File: src/rtl/fsk_tone_pkg.sv
package fsk_tone_pkg;
  typedef enum logic {
    TONE_SPACE = 1'b0,
    TONE_MARK  = 1'b1
  } tone_e;

  localparam int NUM_TONES      = 2;
  localparam int DEF_SAMPLE_W   = 16;
  localparam int DEF_FRAC_W     = 14;
  // 2*cos(2*pi*f/8000) in Q2.14
  localparam int DEF_K_MARK     = 19261;
  localparam int DEF_K_SPACE    = -5126;
  // -0.5*sin(2*pi*f/8000) in Q1.14
  localparam int DEF_SEED_MARK  = -6627;
  localparam int DEF_SEED_SPACE = -8091;
endpackage

File: src/rtl/fsk_bit_pacer.sv
module fsk_bit_pacer
  import fsk_tone_pkg::*;
#(
  parameter int SAMPLES_PER_BIT = 7
) (
  input  logic  clk,
  input  logic  rst_n,
  input  logic  sample_tick,
  input  logic  bit_valid,
  input  logic  bit_data,
  output logic  bit_ready,
  output logic  run,
  output logic  reseed,
  output tone_e tone
);
  localparam int CNT_W = (SAMPLES_PER_BIT > 1) ? $clog2(SAMPLES_PER_BIT) : 1;
  localparam logic [CNT_W-1:0] LAST = CNT_W'(SAMPLES_PER_BIT - 1);

  logic [CNT_W-1:0] cnt_q;
  logic             active_q;
  tone_e            tone_q;
  logic             boundary;
  logic             take;
  tone_e            offered;

  always_comb begin
    boundary  = (cnt_q == '0);
    offered   = tone_e'(bit_data);
    bit_ready = sample_tick && boundary;
    take      = bit_ready && bit_valid;
    tone      = take ? offered : tone_q;
    run       = sample_tick && (boundary ? bit_valid : active_q);
    reseed    = take && (!active_q || (offered != tone_q));
  end

  always_ff @(posedge clk) begin
    if (!rst_n) begin
      cnt_q    <= '0;
      active_q <= 1'b0;
      tone_q   <= TONE_SPACE;
    end else if (sample_tick) begin
      if (boundary) begin
        if (bit_valid) begin
          active_q <= 1'b1;
          tone_q   <= offered;
          cnt_q    <= LAST;
        end else begin
          active_q <= 1'b0;
        end
      end else begin
        cnt_q <= cnt_q - 1'b1;
      end
    end
  end

  // the position counter never leaves its bit window
  p_cnt_window_r5: assert property (@(posedge clk) disable iff (!rst_n)
    cnt_q <= LAST);

  // bit and position move only on strobes
  p_steady_between_ticks_r5: assert property (@(posedge clk) disable iff (!rst_n)
    !sample_tick |=> ($stable(tone_q) && $stable(cnt_q)));

  // a silent pacer sits on a boundary
  p_idle_on_boundary_r6: assert property (@(posedge clk) disable iff (!rst_n)
    !active_q |-> (cnt_q == '0));
endmodule

File: src/rtl/fsk_coef_rom.sv
module fsk_coef_rom
  import fsk_tone_pkg::*;
#(
  parameter int SAMPLE_W   = DEF_SAMPLE_W,
  parameter int K_W        = DEF_SAMPLE_W,
  parameter int K_MARK     = DEF_K_MARK,
  parameter int K_SPACE    = DEF_K_SPACE,
  parameter int SEED_MARK  = DEF_SEED_MARK,
  parameter int SEED_SPACE = DEF_SEED_SPACE
) (
  input  tone_e                      tone,
  output logic signed [K_W-1:0]      k_coef,
  output logic signed [SAMPLE_W-1:0] seed_val
);
  logic signed [K_W-1:0]      k_tab    [NUM_TONES];
  logic signed [SAMPLE_W-1:0] seed_tab [NUM_TONES];

  for (genvar g = 0; g < NUM_TONES; g++) begin : g_entry
    if (g == int'(TONE_MARK)) begin : g_mark
      assign k_tab[g]    = K_W'(K_MARK);
      assign seed_tab[g] = SAMPLE_W'(SEED_MARK);
    end else begin : g_space
      assign k_tab[g]    = K_W'(K_SPACE);
      assign seed_tab[g] = SAMPLE_W'(SEED_SPACE);
    end
  end

  always_comb begin
    k_coef   = k_tab[tone];
    seed_val = seed_tab[tone];
  end
endmodule

File: src/rtl/fsk_resonator.sv
module fsk_resonator #(
  parameter int SAMPLE_W = 16,
  parameter int FRAC_W   = 14,
  parameter int K_W      = 16
) (
  input  logic                       clk,
  input  logic                       rst_n,
  input  logic                       sample_tick,
  input  logic                       run,
  input  logic                       reseed,
  input  logic signed [K_W-1:0]      k_coef,
  input  logic signed [SAMPLE_W-1:0] seed_val,
  output logic                       sample_valid,
  output logic signed [SAMPLE_W-1:0] sample_out
);
  localparam int PROD_W = K_W + SAMPLE_W;
  localparam int ACC_W  = PROD_W + 2;
  localparam logic signed [ACC_W-1:0] ROUND_C = ACC_W'(longint'(1) <<< (FRAC_W - 1));
  localparam logic signed [ACC_W-1:0] MAX_V   = ACC_W'((longint'(1) <<< (SAMPLE_W - 1)) - 1);
  localparam logic signed [ACC_W-1:0] MIN_V   = ACC_W'(-(longint'(1) <<< (SAMPLE_W - 1)));

  logic signed [SAMPLE_W-1:0] x1_q, x2_q;
  logic signed [SAMPLE_W-1:0] x1_eff, x2_eff, x0;
  logic signed [PROD_W-1:0]   prod;
  logic signed [ACC_W-1:0]    rnd, diff;

  always_comb begin
    x1_eff = reseed ? '0 : x1_q;
    x2_eff = reseed ? seed_val : x2_q;
    prod   = k_coef * x1_eff;
    rnd    = ($signed({{2{prod[PROD_W-1]}}, prod}) + ROUND_C) >>> FRAC_W;
    diff   = rnd - $signed({{(ACC_W-SAMPLE_W){x2_eff[SAMPLE_W-1]}}, x2_eff});
    if (diff > MAX_V)      x0 = MAX_V[SAMPLE_W-1:0];
    else if (diff < MIN_V) x0 = MIN_V[SAMPLE_W-1:0];
    else                   x0 = diff[SAMPLE_W-1:0];
  end

  always_ff @(posedge clk) begin
    if (!rst_n) begin
      x1_q         <= '0;
      x2_q         <= '0;
      sample_out   <= '0;
      sample_valid <= 1'b0;
    end else begin
      sample_valid <= sample_tick;
      if (sample_tick) begin
        if (run) begin
          x2_q       <= x1_eff;
          x1_q       <= x0;
          sample_out <= x0;
        end else begin
          x1_q       <= '0;
          x2_q       <= '0;
          sample_out <= '0;
        end
      end
    end
  end

  // each strobe yields a valid pulse on the next clock
  p_valid_after_tick_r8: assert property (@(posedge clk) disable iff (!rst_n)
    sample_tick |=> sample_valid);

  // output holds when no sample is being presented
  p_hold_without_valid_r8: assert property (@(posedge clk) disable iff (!rst_n)
    !sample_valid |-> $stable(sample_out));

  // a re-seeded strobe outputs the negated seed
  p_seed_first_r3: assert property (@(posedge clk) disable iff (!rst_n)
    (sample_tick && run && reseed && (seed_val != MIN_V[SAMPLE_W-1:0]))
      |=> (sample_out == -$past(seed_val)));

  // a silent strobe outputs zero
  p_silent_zero_r6: assert property (@(posedge clk) disable iff (!rst_n)
    (sample_tick && !run) |=> (sample_out == '0));
endmodule

File: src/rtl/fsk_tone_gen.sv
module fsk_tone_gen
  import fsk_tone_pkg::*;
#(
  parameter int SAMPLE_W        = DEF_SAMPLE_W,
  parameter int FRAC_W          = DEF_FRAC_W,
  parameter int K_W             = DEF_SAMPLE_W,
  parameter int SAMPLES_PER_BIT = 7,
  parameter int K_MARK          = DEF_K_MARK,
  parameter int K_SPACE         = DEF_K_SPACE,
  parameter int SEED_MARK       = DEF_SEED_MARK,
  parameter int SEED_SPACE      = DEF_SEED_SPACE
) (
  input  logic                       clk,
  input  logic                       rst_n,
  input  logic                       sample_tick,
  input  logic                       bit_valid,
  input  logic                       bit_data,
  output logic                       bit_ready,
  output logic                       sample_valid,
  output logic signed [SAMPLE_W-1:0] sample_out
);
  logic                       run, reseed;
  tone_e                      tone;
  logic signed [K_W-1:0]      k_coef;
  logic signed [SAMPLE_W-1:0] seed_val;

  fsk_bit_pacer #(
    .SAMPLES_PER_BIT(SAMPLES_PER_BIT)
  ) u_pacer (
    .clk        (clk),
    .rst_n      (rst_n),
    .sample_tick(sample_tick),
    .bit_valid  (bit_valid),
    .bit_data   (bit_data),
    .bit_ready  (bit_ready),
    .run        (run),
    .reseed     (reseed),
    .tone       (tone)
  );

  fsk_coef_rom #(
    .SAMPLE_W  (SAMPLE_W),
    .K_W       (K_W),
    .K_MARK    (K_MARK),
    .K_SPACE   (K_SPACE),
    .SEED_MARK (SEED_MARK),
    .SEED_SPACE(SEED_SPACE)
  ) u_rom (
    .tone    (tone),
    .k_coef  (k_coef),
    .seed_val(seed_val)
  );

  fsk_resonator #(
    .SAMPLE_W(SAMPLE_W),
    .FRAC_W  (FRAC_W),
    .K_W     (K_W)
  ) u_res (
    .clk         (clk),
    .rst_n       (rst_n),
    .sample_tick (sample_tick),
    .run         (run),
    .reseed      (reseed),
    .k_coef      (k_coef),
    .seed_val    (seed_val),
    .sample_valid(sample_valid),
    .sample_out  (sample_out)
  );

  // ready is only offered on a strobe
  p_ready_needs_tick_r5: assert property (@(posedge clk) disable iff (!rst_n)
    bit_ready |-> sample_tick);
endmodule

File: config.mk
export PLATFORM = sky130hd
export DESIGN_NAME = fsk_tone_gen
export DESIGN_NICKNAME = d
export VERILOG_FILES = /design/src/rtl/fsk_tone_pkg.sv /design/src/rtl/fsk_bit_pacer.sv /design/src/rtl/fsk_coef_rom.sv /design/src/rtl/fsk_resonator.sv /design/src/rtl/fsk_tone_gen.sv
export SDC_FILE = /design/constraint.sdc
export NUM_CORES = 1
export LEC_CHECK = 0
export BUFFER_PORTS_ARGS = -buffer_cell sky130_fd_sc_hd__buf_2
export CAP_MARGIN = 20
export CORE_ASPECT_RATIO = 0.8
export CORE_MARGIN = 3
export CORE_UTILIZATION = 25
export CTS_CLUSTER_DIAMETER = 30
export CTS_CLUSTER_SIZE = 24
export DETAILED_ROUTE_END_ITERATION = 8
export GPL_ROUTABILITY_DRIVEN = 0
export HOLD_SLACK_MARGIN = 0.15
export PLACE_DENSITY = 0.49
export SYNTH_ARGS = -nofsm -noshare
export SYNTH_HDL_FRONTEND = slang
export SYNTH_SLANG_ARGS = --single-unit
File: constraint.sdc
create_clock -name clk -period 21.3 [get_ports clk]
set_clock_uncertainty 0.2 [all_clocks]
set_input_delay 3.195 -clock clk [delete_from_list [all_inputs] [get_ports clk]]
set_output_delay 3.195 -clock clk [all_outputs]
set_load 0.03 [all_outputs]
==> summary.md, run 1 <==
| Metric | Value |
|---|---|
| Fin crit period | `14060 ps` |
| # clock sinks | `38` |
| Yosys reg bits | `38` |
| Delay of the slowest critical-path stage | `650 ps` |
| TNS Setup | `0 ps` |
| Top Ports | `23` |
| Initial Utilization | `25.61%` |
| Yosys warning count | `0` |
| Row Count | `66` |
| F_max | `0.07110 GHz` |
| Routed Antenna Nets | `0` |
| CP required | `21270 ps` |
| Vias in the first global route | `7906` |
| Die area | `44630 µm²` |
| Largest net degree at the start of global routing | `30` |
| WS Path Type | `input port to register` |
| Nets | `1532` |
| Die Wd | `235.5 µm` |
| Result of the run | `complete, no violations` |
| Post-synth EDFFs | `0` |
| HP Class | `register to register` |
| RSZ-0062 raised after global routing | `false` |
| Worst Path Buf+Inv | `7` |
| Crit path max-delay family | `adder cells` |
| Clock root buffer | `clkbuf_16` |
| Drt via density | `4.321` |
| Aggregate global routing overflow | `0` |
| Final setup violation count | `0` |
| CTS Buf Count | `5` |
| Netlist Area Pre-Place | `10530 µm²` |
| Crit. End Element | `register` |
| Final Max Slew Viols | `0` |
| CTS tree | `done` |
| # DRC | `0` |
| CP Data Arrival Time | `14030 ps` |
| Max H-tree Level | `2` |
| Antenna violations before repair | `0` |
| Port Buffer Count | `22` |
| Crit-path max FO | `29` |
| DR iter-0 viols | `390` |
| Syn avg cell area | `8.992 µm²` |
| Drt first pass iters | `4` |
| Number of max-cap violations | `0` |
| Slew margin rel. | `45.43%` |
| # diodes | `0` |
| Unique cell type count in the Yosys netlist | `54` |
| Routed vias | `7450` |
| Area delta synth->final | `8.448%` |
| Tcrit/Tclk final | `66.03%` |
| Area of the core | `41120 µm²` |
| Die height | `189.6 µm` |
| Most used cell along the critical path | `fa_1` |
| Critical path's slowest cell | `a2111oi_0` |
| Post-CTS setup repair buffer count | `0` |
| Final WL | `26310 µm` |
| Fin. Hold Viols | `0` |
| Clk_lat worst skew | `290 ps` |
| Clk pin slew, worst setup/hold paths | `60 ps` |
| Predominant post-synthesis flop cell | `dfxtp_1` |
| Routed length per instance | `15.26 µm` |
| Register area share after synthesis | `7.224%` |
| First-pass GRT wire length | `44230 µm` |
| Maximum clock path buffer count | `2` |
| Detailed placement HPWL | `23370 µm` |
| Post-CTS Resized | `0` |
| Gate count of the mapped netlist | `1171` |
| Total GRT Usage | `12.34%` |
| Ys async rst share | `0%` |
| Worst-Margin Slew | `817.7 ps` |
| Share of layout cells above drive strength 1 | `4.322%` |
| CTS Hold Bufs | `0` |
| Crit start category | `input port` |
[layout make-up]
class                      instances  area, µm²
clock buffer                       6      138.9
clock inverter                     2      12.51
fill                            4479      29700
inverter                         312       1171
multi-input combinational        793       8486
sequential                        38      760.7
tap                              544      680.7
timing repair buffer              29      170.2
[metal layers]
layer	vias to the layer above	track usage, %	share of wire [%]
met4	0	0.9822	0.36
met1	3670	21.45	58
met2	143	16.48	37
li1	3627	-	-
met5	-	0	0
met3	10	1.159	4.5
[cells by family after synthesis]
group / count (synthesis) / share of synthesized area, %
AO/OA/AOI/OAI: 160 / 9.577
multiplexers: 5 / 0.4990
adder cells (fa/ha/maj): 348 / 56.68
other: 2 / 0.07132
AND/OR/NAND/NOR: 234 / 10.09
buffers and inverters: 343 / 12.45
XOR/XNOR: 41 / 3.410
flip-flops: 38 / 7.224
[stage by stage]
| stage | cells | hold WS [ps] | cell area [µm²] | setup WS [ps] | utilization [%] |
|---|---|---|---|---|---|
| after floorplan | 1174 | 231.9 | 10540 | 9069 | - |
| after global placement | 1715 | 241.5 | 11250 | 7030 | 27.36 |
| after detailed placement | 1716 | 251.9 | 11270 | 7080 | 27.40 |
| after CTS | 1724 | 263.9 | 11420 | 7356 | 27.77 |
| after global routing | 1724 | 280.7 | 11420 | 6597 | 27.77 |
| final | 1724 | 261.4 | 11420 | 7236 | 27.77 |
[worst reg2reg max path, delay by kind of cell, from the launching register on]
kind | cells | cell delay [ps]
compound gates | 12 | 3750
xor+xnor | 1 | 260
fa+ha+maj | 9 | 4100
buf+inv | 6 | 520
flops | 1 | 330
simple gates | 8 | 1810
[state kept, by name, summed over array words and instances (netlist names)]
signal and cells:
u_res.sample_out 16, u_res.x2_q 16, u_pacer.cnt_q 3, u_pacer.active_q 1, u_pacer.tone_q 1, u_res.sample_valid 1
[synthesized netlist by cell type, types with 3 or more instances]
cell type / number / area [µm²]
a211oi_1: 4 / 30.03
a21o_1: 8 / 60.06
a21oi_1: 56 / 280.3
a311oi_1: 8 / 70.07
a41oi_1: 10 / 87.58
and2_1: 3 / 18.77
and3_1: 10 / 62.56
buf_2: 7 / 35.03
clkbuf_1: 21 / 78.83
dfxtp_1: 38 / 760.7
fa_1: 215 / 4304
ha_1: 133 / 1664
inv_1: 311 / 1167
mux2i_1: 3 / 30.03
nand2_1: 75 / 281.5
nand2b_1: 13 / 81.33
nand3_1: 5 / 25.02
nor2_1: 88 / 330.3
nor3_1: 13 / 65.06
nor4_1: 15 / 93.84
o211ai_1: 5 / 37.54
o21a_1: 6 / 45.04
o21ai_0: 27 / 135.1
o21ai_1: 15 / 75.07
o21bai_1: 6 / 45.04
or2_2: 3 / 18.77
xnor2_1: 28 / 245.2
xor2_1: 13 / 113.9
[worst paths after layout]
kind | from | cells after the start | slack, ps | to
worst min-delay path | u_pacer.cnt_q[0] | 2 | 260 | u_pacer.cnt_q[0]
worst min register to register | u_pacer.cnt_q[0] | 2 | 260 | u_pacer.cnt_q[0]
worst max-delay path | sample_tick | 35 | 7240 | u_res.sample_out[11]
worst max register to register | u_pacer.cnt_q[0] | 36 | 10220 | u_res.sample_out[11]
[cell usage in the layout (no fill, tap or decap), types with 6 or more instances in the layout]
| master | count |
|---|---|
| a21o_1 | 8 |
| o21a_1 | 6 |
| dfxtp_1 | 38 |
| inv_1 | 311 |
| buf_2 | 22 |
| fa_1 | 215 |
| o21ai_0 | 27 |
| a21oi_1 | 56 |
| a41oi_1 | 10 |
| xnor2_1 | 27 |
| and3_1 | 10 |
| o21bai_1 | 6 |
| nor4_1 | 15 |
| xor2_1 | 13 |
| nand2b_1 | 13 |
| nand2_1 | 75 |
| nor2_1 | 88 |
| nor3_1 | 13 |
| o21ai_1 | 15 |
| ha_1 | 133 |
| a311oi_1 | 8 |
| buf_4 | 6 |
Power of run 1 is left out: the tool's default activity adds up to more than one toggle a clock period on the data nets, which glitch-free logic cannot reach.
==> run 2: changes to the inputs <==
- clock period: 21.3 -> 14.5 ns (I/O delays scaled with it)
==> summary.md, run 2 (synthesis results as in run 1) <==
| Metric | Value |
|---|---|
| CP startpoint | `sample_tick` |
| RSZ-0062 raised after global routing | `false` |
| GR Util met1 | `20.49%` |
| Post-CTS Resized | `0` |
| Vias in the first global route | `7973` |
| CP Data Arrival Time | `12370 ps` |
| Worst r2r src | `u_pacer.cnt_q[0]` |
| Drt via density | `4.314` |
| Biggest regs | `u_res.sample_out: 16 flops, u_res.x2_q: 16 flops, u_pacer.cnt_q: 3 flops` |
| Initial Utilization | `25.61%` |
| Share of layout cells above drive strength 1 | `4.484%` |
| WS Path Type | `input port to register` |
| Clk pin slew, worst setup/hold paths | `60 ps` |
| Final Max Slew Viols | `0` |
| Antenna violations before repair | `0` |
| Row Count | `66` |
| WHS Path Cells | `2` |
| F_max | `0.08087 GHz` |
| Post-CTS setup repair buffer count | `0` |
| Most used cell along the critical path | `fa_1` |
| Clock root buffer | `clkbuf_16` |
| Area delta synth->final | `8.437%` |
| Top Usage Layer GRT | `met1` |
| CTS tree | `done` |
| Crit-path max FO | `25` |
| Result of the run | `complete, no violations` |
| CTS Buf Count | `5` |
| Worst Path Buf+Inv | `7` |
| Drt first pass iters | `5` |
| Final WL | `25950 µm` |
| Delay of the slowest critical-path stage | `640 ps` |
| Stages on worst setup path | `35` |
| TNS Setup | `0 ps` |
| Final setup violation count | `0` |
| Total GRT Usage | `12.18%` |
| # diodes | `0` |
| HP Class | `register to register` |
| Commonest non-fill, non-tap cell in the layout | `inv_1` |
| DR iter-0 viols | `408` |
| Area of the core | `41120 µm²` |
| Die height | `189.6 µm` |
| Port Buffer Count | `22` |
| Maximum clock path buffer count | `2` |
| Crit. End Element | `register` |
| GR Layer Usage met3 | `2.043%` |
| Grt met2 use | `16.47%` |
| Max H-tree Level | `2` |
| Tcrit/Tclk final | `85.28%` |
| CTS Hold Bufs | `0` |
| Terminus of the critical flop-to-flop path | `u_res.sample_out[1]` |
| Reg2reg setup slack | `4120 ps` |
| Fin crit period | `12370 ps` |
| Clk_lat worst skew | `280 ps` |
| Worst r2r path cells | `36` |
| Routed vias | `7446` |
| Die Wd | `235.5 µm` |
| Aggregate global routing overflow | `0` |
| Nets | `1535` |
| Worst Setup EP | `u_res.sample_out[1]` |
| Crit start category | `input port` |
| Fill cell count | `4429` |
| Commonest non-fill, non-tap cells in the layout | `inv_1, fa_1, ha_1, nor2_1, nand2_1` |
| Number of max-cap violations | `0` |
| Fin. Hold Viols | `0` |
| # DRC | `0` |
| Crit path max-delay family | `adder cells` |
| Die area | `44630 µm²` |
| CP required | `14510 ps` |
| Slew margin rel. | `43.58%` |
| Critical path's slowest cell | `nor3b_4` |
| First-pass GRT wire length | `44170 µm` |
| Routed length per instance | `15.04 µm` |
| Routed Antenna Nets | `0` |
| # clock sinks | `38` |
| Detailed placement HPWL | `23020 µm` |
| Worst-Margin Slew | `845.3 ps` |
| Largest net degree at the start of global routing | `31` |
| Top Ports | `23` |
-- run 2: worst reg2reg max path, delay by kind of cell (launching register included) --
kind,cells,cell delay [ps]
simple gates,10,2490
xor+xnor,1,260
flops,1,330
buf+inv,6,550
fa+ha+maj,9,4080
compound gates,10,2360
-- run 2: layout make-up --
cell class | instances | area [µm²] | share of cell area [%]
Clock buffer | 5 | 125.1 | 1.096
Timing Repair Buffer | 32 | 185.2 | 1.622
Multi-Input combinational cell | 793 | 8486 | 74.31
Sequential cell | 38 | 760.7 | 6.662
Clock inverter | 2 | 10.01 | 0.08766
Tap cell | 544 | 680.7 | 5.961
Inverter | 312 | 1171 | 10.26
-- run 2: worst min path at each step --
stage,startpoint,slack (ps),to
global route,u_pacer.cnt_q[0],290,u_pacer.cnt_q[0]
global placement,u_pacer.cnt_q[0],240,u_pacer.cnt_q[0]
detailed placement,u_pacer.cnt_q[0],250,u_pacer.cnt_q[0]
CTS,u_pacer.cnt_q[0],260,u_pacer.cnt_q[0]
floorplan,u_pacer.cnt_q[0],230,u_pacer.cnt_q[0]
finish,u_pacer.cnt_q[0],260,u_pacer.cnt_q[0]
-- run 2: metal layers --
layer | vias up | share of wire [%]
li1 | 3646 | -
met1 | 3646 | 56
met2 | 142 | 38
met3 | 12 | 5.1
met4 | 0 | 0.55
met5 | - | 0
-- run 2: through the flow --
step / cell area, µm² / hold WS, ps / util [%] / instances / setup slack [ps]
3_3_place_gp: 11280 / 240.6 / 27.44 / 1719 / 1905
2_1_floorplan: 10540 / 231.9 / - / 1174 / 3289
5_1_grt: 11420 / 293.1 / 27.77 / 1726 / 1314
3_5_place_dp: 11280 / 249.8 / 27.44 / 1719 / 1833
4_1_cts: 11420 / 259.5 / 27.77 / 1726 / 2108
6_report: 11420 / 258.8 / 27.77 / 1726 / 2134
Power of run 2 is left out for the same reason.
